--- config.mk ---
export PLATFORM = sky130hd
export DESIGN_NAME = stride_prefetcher
export DESIGN_NICKNAME = d
export VERILOG_FILES = /design/src/rtl/pf_pkg.sv /design/src/rtl/pf_stream_table.sv /design/src/rtl/pf_issue_ctrl.sv /design/src/rtl/pf_issue_dp.sv /design/src/rtl/stride_prefetcher.sv
export SDC_FILE = /design/constraint.sdc
export NUM_CORES = 2
export LEC_CHECK = 0
export BUFFER_PORTS_ARGS = -buffer_cell sky130_fd_sc_hd__buf_4
export CAP_MARGIN = 20
export CORE_ASPECT_RATIO = 0.9
export CORE_MARGIN = 4
export CORE_UTILIZATION = 64
export DETAILED_ROUTE_END_ITERATION = 8
export GPL_TIMING_DRIVEN = 0
export HOLD_SLACK_MARGIN = 0.03
export PLACE_DENSITY = 0.91
export SETUP_SLACK_MARGIN = 0.3
export SLEW_MARGIN = 10
export SYNTH_ARGS = -nofsm -noshare
export SYNTH_HDL_FRONTEND = slang
export SYNTH_SLANG_ARGS = --single-unit
--- constraint.sdc ---
create_clock -name clk -period 20.7 [get_ports clk]
set_input_delay 2.07 -clock clk [delete_from_list [all_inputs] [get_ports clk]]
set_output_delay 2.07 -clock clk [all_outputs]
set_load 0.01 [all_outputs]
--- src/rtl/pf_pkg.sv ---
package pf_pkg;
  // Strobes sent from the issue control to the issue datapath
  typedef struct packed {
    logic load;     // start a new burst from the table's proposal
    logic advance;  // step to the next burst line (issued or discarded)
    logic issue;    // request accepted at the port this cycle
  } pfStrobes_t;
endpackage

--- src/rtl/pf_stream_table.sv ---
module pf_stream_table #(
  parameter int LINE_W  = 32,
  parameter int STREAMS = 8,
  parameter int DEGREE  = 4,
  localparam int SID_W  = $clog2(STREAMS),
  localparam int LEN_W  = $clog2(DEGREE + 1)
) (
  input  logic              clk,
  input  logic              rst_n,
  input  logic              accValid,
  input  logic [LINE_W-1:0] accLine,
  input  logic [SID_W-1:0]  accStream,
  output logic [LINE_W-1:0] burstStep,
  output logic [LEN_W-1:0]  burstLen
);
  logic [LINE_W-1:0] entAddr  [STREAMS];
  logic [LINE_W-1:0] entDelta [STREAMS];
  logic [1:0]        entConf  [STREAMS];
  logic [STREAMS-1:0] entValid;

  logic              hit;
  logic [LINE_W-1:0] delta;
  logic              match;
  logic [1:0]        newConf;
  logic [LINE_W-1:0] storeDelta;
  logic              strideOn;

  always_comb begin
    hit        = entValid[accStream];
    delta      = accLine - entAddr[accStream];
    match      = hit && (delta == entDelta[accStream]) && (delta != '0);
    if (!match)                          newConf = 2'd0;
    else if (entConf[accStream] == 2'd3) newConf = 2'd3;
    else                                 newConf = entConf[accStream] + 2'd1;
    storeDelta = hit ? delta : '0;
    strideOn   = newConf[1];
    burstStep  = strideOn ? delta : LINE_W'(1);
    burstLen   = strideOn ? LEN_W'(DEGREE) : LEN_W'(1);
  end

  for (genvar g = 0; g < STREAMS; g++) begin : g_entry
    logic sel;
    assign sel = accValid && (accStream == SID_W'(g));
    always_ff @(posedge clk or negedge rst_n) begin
      if (!rst_n) begin
        entValid[g] <= 1'b0;
        entAddr[g]  <= '0;
        entDelta[g] <= '0;
        entConf[g]  <= 2'd0;
      end else if (sel) begin
        entValid[g] <= 1'b1;
        entAddr[g]  <= accLine;
        entDelta[g] <= storeDelta;
        entConf[g]  <= newConf;
      end
    end
  end
endmodule

--- src/rtl/pf_issue_ctrl.sv ---
module pf_issue_ctrl #(
  parameter int DEGREE = 4,
  localparam int LEN_W = $clog2(DEGREE + 1)
) (
  input  logic                    clk,
  input  logic                    rst_n,
  input  logic                    newMiss,
  input  logic [LEN_W-1:0]        burstLen,
  input  logic                    dupHit,
  input  logic                    capFull,
  input  logic                    pfReady,
  output logic                    pfValid,
  output pf_pkg::pfStrobes_t      stb
);
  logic [LEN_W-1:0] leftCnt;
  logic             active;

  always_comb begin
    active      = (leftCnt != '0);
    pfValid     = active && !dupHit && !capFull;
    stb.load    = newMiss;
    stb.issue   = pfValid && pfReady;
    stb.advance = stb.issue || (active && dupHit);
  end

  always_ff @(posedge clk or negedge rst_n) begin
    if (!rst_n)               leftCnt <= '0;
    else if (stb.load)        leftCnt <= burstLen;
    else if (stb.advance)     leftCnt <= leftCnt - LEN_W'(1);
  end
endmodule

--- src/rtl/pf_issue_dp.sv ---
module pf_issue_dp #(
  parameter int LINE_W = 32,
  parameter int CAP    = 16,
  localparam int CNT_W = $clog2(CAP + 1)
) (
  input  logic               clk,
  input  logic               rst_n,
  input  pf_pkg::pfStrobes_t stb,
  input  logic [LINE_W-1:0]  missLine,
  input  logic [LINE_W-1:0]  burstStep,
  input  logic               pfDone,
  output logic [LINE_W-1:0]  pfLine,
  output logic               dupHit,
  output logic               capFull
);
  logic [LINE_W-1:0] curLine, stepReg, lastIssued;
  logic              lastValid;
  logic [CNT_W-1:0]  outCnt;
  logic              retire;

  always_comb begin
    pfLine  = curLine;
    dupHit  = lastValid && (curLine == lastIssued);
    capFull = (outCnt >= CNT_W'(CAP));
    retire  = pfDone && (outCnt != '0);
  end

  always_ff @(posedge clk or negedge rst_n) begin
    if (!rst_n) begin
      curLine    <= '0;
      stepReg    <= '0;
      lastIssued <= '0;
      lastValid  <= 1'b0;
      outCnt     <= '0;
    end else begin
      if (stb.load) begin
        curLine <= missLine + burstStep;
        stepReg <= burstStep;
      end else if (stb.advance) begin
        curLine <= curLine + stepReg;
      end
      if (stb.issue) begin
        lastIssued <= curLine;
        lastValid  <= 1'b1;
      end
      if (stb.issue && !retire)      outCnt <= outCnt + CNT_W'(1);
      else if (!stb.issue && retire) outCnt <= outCnt - CNT_W'(1);
    end
  end
endmodule

--- src/rtl/stride_prefetcher.sv ---
module stride_prefetcher #(
  parameter int LINE_W  = 32,
  parameter int STREAMS = 8,
  parameter int DEGREE  = 4,
  parameter int CAP     = 16,
  localparam int SID_W  = $clog2(STREAMS),
  localparam int LEN_W  = $clog2(DEGREE + 1)
) (
  input  logic              clk,
  input  logic              rst_n,
  input  logic              accValid,
  input  logic [LINE_W-1:0] accLine,
  input  logic [SID_W-1:0]  accStream,
  output logic              pfValid,
  input  logic              pfReady,
  output logic [LINE_W-1:0] pfLine,
  input  logic              pfDone
);
  logic [LINE_W-1:0]  burstStep;
  logic [LEN_W-1:0]   burstLen;
  logic               dupHit, capFull;
  pf_pkg::pfStrobes_t stb;

  pf_stream_table #(.LINE_W(LINE_W), .STREAMS(STREAMS), .DEGREE(DEGREE)) u_table (
    .clk(clk), .rst_n(rst_n), .accValid(accValid), .accLine(accLine),
    .accStream(accStream), .burstStep(burstStep), .burstLen(burstLen)
  );

  pf_issue_ctrl #(.DEGREE(DEGREE)) u_ctrl (
    .clk(clk), .rst_n(rst_n), .newMiss(accValid), .burstLen(burstLen),
    .dupHit(dupHit), .capFull(capFull), .pfReady(pfReady),
    .pfValid(pfValid), .stb(stb)
  );

  pf_issue_dp #(.LINE_W(LINE_W), .CAP(CAP)) u_dp (
    .clk(clk), .rst_n(rst_n), .stb(stb), .missLine(accLine),
    .burstStep(burstStep), .pfDone(pfDone), .pfLine(pfLine),
    .dupHit(dupHit), .capFull(capFull)
  );
endmodule

Word level (Yosys, flattened, before mapping) --
Cells that the tools add are included.
Word-level totals: bits of input ports 40, flip-flop bits (word level) 641, word-level logic and storage cells 110, output and inout port bits 33
Operators by class: $lt $le $gt $ge 3, add/subtract/negate cells 7, multiplexer cells 22, bitwise operators 1, reductions and logical operators 29, eq/ne operators 10
Operators with widths (number):
- $mux W32 | 8
- $bmux W32 S3 | 2
- $add A32 B32 Y32 | 2
- $eq A32 B32 Y1 | 2
- $reduce_bool A32 Y1 | 1
- $sub A32 B32 Y32 | 1
- $logic_and A1 B1 Y1 | 18
- $eq A3 B3 Y1 const B | 4
- $mux W5 | 2
- $mux W3 | 3
- $mux W2 | 4
- $bmux W2 S3 | 1
- $eq A3 B2 Y1 const B | 2
- $add A5 B1 Y5 const B | 1
- $ge A5 B5 Y1 const B | 1
- $reduce_bool A5 Y1 | 1
- $sub A5 B1 Y5 const B | 1
- $ge A4 B4 Y1 const B | 1
- $logic_not A1 Y1 | 4
- $lt A3 B4 Y1 const B | 1
- $not A3 Y4 | 1
- $reduce_bool A2 Y1 | 2
- $bmux W1 S3 | 1
- $eq A3 B1 Y1 const B | 1
- other kinds (7) | 7

Logic depth before layout (Yosys ltp) --
depth after elaboration 12, mapped depth 44, mapped depth without buffers 33

By module --
A second synthesis with hierarchy kept.
Second synthesis, totals: cell total of the unflattened synthesis 3750, area total of the unflattened synthesis 35841.9 um^2
By module, submodules not included:
- pf_stream_table | seq. area each 13412.9 um^2, times used 1, area an instance 27716.6 um^2, cells each 2914
- pf_issue_dp | seq. area each 2552.4 um^2, times used 1, area an instance 7873.8 um^2, cells each 805
- pf_issue_ctrl | seq. area each 75.1 um^2, times used 1, area an instance 251.5 um^2, cells each 31

Worst setup path after synthesis --
No wires, ideal clock.
path kind in2reg, from input port accStream[0], to register u_dp.curLine[30] (netlist: u_dp.pfLine[30]), arrival time 11.722 ns, library setup time 0.143 ns, path buffers 10, data required time 20.557 ns, setup slack 8.835 ns, stages 39, path through buf_4 > buf_4 > buf_4 > buf_2 > buf_2 > clkbuf_1 > buf_1 > mux4_2 > mux2i_1 > ha_1 > buf_2 > a21oi_2 > o21ai_1 > a21o_1 > or4_1 > a22oi_1 > o211ai_1 > or4_1 > (+3 left out) > buf_2 > buf_4 > nor2_1 > ha_1 > nor2b_1 > o21ai_0 > a21boi_0 > o41ai_1 > a21boi_0 > o2111ai_1 > a311oi_1 > o311ai_0 > a21oi_1 > o41ai_1 > o21ai_0 > a2111oi_0 > a41o_1 > a22oi_1
Between the ends: longest elaborated chain between the ends 12, elaborated cells between the ends (all ways) 24, classes of those cells add/sub (3); eq/ne (2); mux (15); bitwise (1); reduce/logical (3)
RTL lines:
- from (decl) | line stride_prefetcher.sv:13 | input logic [SID_W-1:0] accStream,
- $not A3 Y4 (implied by the code)
- $bmux W32 S3 | line pf_stream_table.sv:30 | delta = accLine - entAddr[accStream];
- $mux W32 (implied by the code) (2 in a row) | line pf_stream_table.sv:30
- $sub A32 B32 Y32 | line pf_stream_table.sv:30
- $eq A32 B32 Y1 | line pf_stream_table.sv:31 | match = hit && (delta == entDelta[accStream]) && (delta != '0);
- $logic_and A1 B1 Y1 (2 in a row) | line pf_stream_table.sv:31
- $mux W2 | line pf_stream_table.sv:32 | if (!match) newConf = 2'd0;
- $mux W32 * | line pf_stream_table.sv:37 | burstStep = strideOn ? delta : LINE_W'(1);
- via burstStep[2] | line stride_prefetcher.sv:19 | logic [LINE_W-1:0] burstStep;
- $add A32 B32 Y32 * | line pf_issue_dp.sv:37 | curLine <= missLine + burstStep;
- $mux W32 * | line pf_issue_dp.sv:36 | if (stb.load) begin
- to (signal assigned) | line pf_issue_dp.sv:37
- to (signal assigned) | line pf_issue_dp.sv:40 | curLine <= curLine + stepReg;
- to (decl) | line pf_issue_dp.sv:16 | logic [LINE_W-1:0] curLine, stepReg, lastIssued;
The timed path passes the listed nets; every way through them passes the cells marked *. The select of a mux whose other input is x is not followed. A chain may end at the register's enable or synchronous reset.

Worst setup path in the final report --
from input port accStream[1], to register u_dp.curLine[30] (netlist: u_dp.pfLine[30])
The elaborated chain is that of the path after synthesis.

==> reports/results.tsv <==
stage	metric	value	unit
floorplan	fp.coreArea	53200	um2
clocking	numCtsBuffers	61	
synthesis	synth_flop_cell	dfrtp_1	
clocking	cts.sinks	641	
worst_setup_path	critical_path_buf_inv_count	12	
clocking	cts_hold_buf	0	
worst_setup_path	start_kind	input pin	
synthesis	yosysTopAreaCell	dfrtp_1	
synthesis	synth_top_family_by_area	multiplexers	
synthesis	ys_ff_latch	641	
finish	seq_area	16000	um2
worst_setup_path	path_max_fanout	10	
synthesis	syn_nets	3300	
floorplan	start_util	64.8	%
pwr	p_leak	17.1	nW
clocking	tritoncts	yes	
route	dr_wl_met2	49.3	mm
finish	drive_gt1_share	19.1	%
synthesis	synth-xor-area-share	3.39	%
grt	track_usage	38.0	%
clocking	clockBufferDepth	3	
outcome	violations	DRC	
route	wl_met1	39.1	mm
route	via_count	28720	
place	place_ws	4.94	ns
place	port_buffers	70	
job	max_cap_violations	0	
outcome	outcome	finished with violations	
synthesis	ys_warn_count	0	
finish	final_nets	3440	
sta	period_minus_slack	15.84	ns
sta	setup_viol	0	
synthesis	syn_inst	3158	
route	routed_wl	111	mm
sta	period_share	76.5	%
finish	multi_input_area	17400	um2
floorplan	die_h	228	um
grt	grt_pass1_vias	28642	
synthesis	synth_compound_area_share	12.3	%
clocking	postCtsSetupBuffers	0	
worst_setup_path	worstPathRequired	21.19	ns
sta	max_freq	0.0631	GHz
clocking	htreeDepth	2	
finish	syn2layout_area_growth	10.6	%
floorplan	row_count	80	
synthesis	yosys.area_share.simple	10.9	%
sta	final-hold-violation-count	0	
worst_setup_path	endpoint_kind	flip-flop	
synthesis	synth_enable_flop_cells	0	
route	topRoutingLayerUsed	met5	
worst_setup_path	slowest_delay	0.83	ns
pwr	power.total	4.64	mW
route	wl_met3	14.4	mm
synthesis	syn-cell-area	34500	um2
synthesis	avgSynthCellArea	10.9	um2
floorplan	dieArea	57600	um2
route	drt-initial-drc-count	4482	
sta	fin_ws	4.86	ns
place	gp_congestion	1.05	
route	via_per_inst	7.09	
sta	fin_skew	0.0277	ns
worst_setup_path	cp_slowest_cell	clkbuf_1	
route	dr.pass1.iters	9	
synthesis	synthAdderAreaFrac	3.79	%
grt	grt_pass1_wl	169	mm
place	hpwl	76.0	mm
sta	rsz0062_at_grt	false	
synthesis	seq_area_frac_synth	46.6	%
pwr	powerDensity	122	nW/um2
synthesis	ys_types	99	
synthesis	yosysMostFrequentCell	dfrtp_1	
clocking	cts_resized	0	
route	ant_nets	0	
floorplan	ios	73	
route	drt-wirelength-per-cell	27.4	um
sta	whs	0.473	ns
synthesis	yosysTopAreaCellShare	46.6	%
route	route.detailed.drc	3	
grt	grt-ovfl-total	0	
grt	grt_max_degree	117	
sta	worst_pin_slew	1.17	ns
worst_hold_path	hp-class	reg -> reg	
sta	maxSlewHeadroom	22.3	%
worst_setup_path	cp.arrival	16.34	ns
worst_setup_path	crit_family	compound AO/OA/AOI/OAI gates	
clocking	clkSlewWorstSetupHoldPaths	0.07	ns
pwr	ir_drop	0.0000962	V
sta	slew_violations	0	
synthesis	muxShareOfSynthArea	19.9	%
finish	fillers	3375	
sta	setup_tns	0	ns
synthesis	async_reset_ff_share	100	%
synthesis	synth_area_leaders	dfrtp_1 (47%), mux2_2 (9.2%), mux4_2 (7.5%)	
clocking	clock_latency	0.67	ns
clocking	cts-root-buf	clkbuf_16	
grt	antenna_found_initial	5	
synthesis	synthTopCellsByCount	dfrtp_1 (641), nand2_1 (492), o21ai_0 (372), mux2_2 (283), clkbuf_1 (128)	
worst_setup_path	critPathKind	in -> reg	
floorplan	fp.dieW	253	um
==> cells by family after synthesis <==
group,Yosys count
AOI/OAI and AO/OA,710
xor gates and xnor gates,131
adders and majority gates,102
buffers and inverters,246
DFF,641
muxes,492
and+or+nand+nor,836
==> per-stage QoR <==
step	cell area (um2)	std cells	utilization, %
floorplan	34500	3158	-
global placement	35900	3925	67.5
detailed placement	36000	3931	67.8
CTS	38100	4046	71.6
global route	38100	4049	71.7
finish	38100	4049	71.7
==> layer usage <==
metal / vias to the layer above / global-route usage (%)
met5: - / 0
met4: 6 / 21.9
met3: 663 / 12.1
met2: 2270 / 57.8
met1: 14064 / 48.4
li1: 11717 / -
==> path summary, 6_finish.rpt <==
kind	cells after the start	to	slack, ns	startpoint
worst max-delay path	41	u_dp.pfLine[30]	4.86	accStream[1]
worst min-delay path	1	u_table.entValid[5]	0.47	u_table.entValid[5]
worst max register to register	32	u_dp.pfLine[30]	9.37	u_table.entAddr[140]
worst min register to register	1	u_table.entValid[5]	0.47	u_table.entValid[5]
max in group asynchronous	3	u_table.entDelta[138]	17.96	rst_n
min in group asynchronous	1	u_table.entAddr[238]	1.27	rst_n
==> report_power, final <==
| part | leakage, nW | switching, mW | internal (mW) |
|---|---|---|---|
| clock network | 1.01 | 0.510 | 0.652 |
| registers | 7.97 | 0.252 | 1.64 |
| logic | 8.11 | 0.959 | 0.631 |
==> state kept, by name (all words and copies together) (netlist names) <==
signal,cells
u_table.entAddr,256
u_table.entDelta,256
u_dp.lastIssued,32
u_dp.pfLine,32
u_dp.stepReg,32
u_table.entConf,16
u_table.entValid,8
u_dp.outCnt,5
u_ctrl.leftCnt,3
u_dp.lastValid,1
==> layout make-up <==
cell class	instances	area share [%]
antenna	2	0.0131
buffer	183	2.16
clock buffer	99	4.88
clock inverter	16	0.499
inverter	63	0.621
multi-input combinational	2271	45.6
sequential	641	42.1
tap	697	2.29
timing repair buffer	77	1.87
==> cells in the final DEF (no fill, tap or decap), types with 12 or more instances in the layout <==
| master | instances |
|---|---|
| ha_1 | 98 |
| o21ai_0 | 372 |
| nand4_1 | 29 |
| mux2i_1 | 82 |
| clkbuf_16 | 62 |
| mux4_2 | 114 |
| clkbuf_1 | 148 |
| nand2b_1 | 36 |
| nor2_1 | 110 |
| buf_1 | 18 |
| mux2_2 | 283 |
| buf_4 | 77 |
| xor2_1 | 28 |
| buf_2 | 20 |
| xnor2_1 | 101 |
| or3_1 | 19 |
| nand2_1 | 492 |
| o21ai_1 | 12 |
| o211ai_1 | 12 |
| dfrtp_1 | 641 |
| nor2b_1 | 17 |
| nor3_1 | 26 |
| a211oi_1 | 24 |
| nand3_1 | 30 |
| a21o_1 | 40 |
| inv_1 | 60 |
| o21a_1 | 18 |
| a21oi_1 | 109 |
| clkbuf_8 | 17 |
| nor4_1 | 15 |
Note: power is estimated with default switching activity, not from simulation.
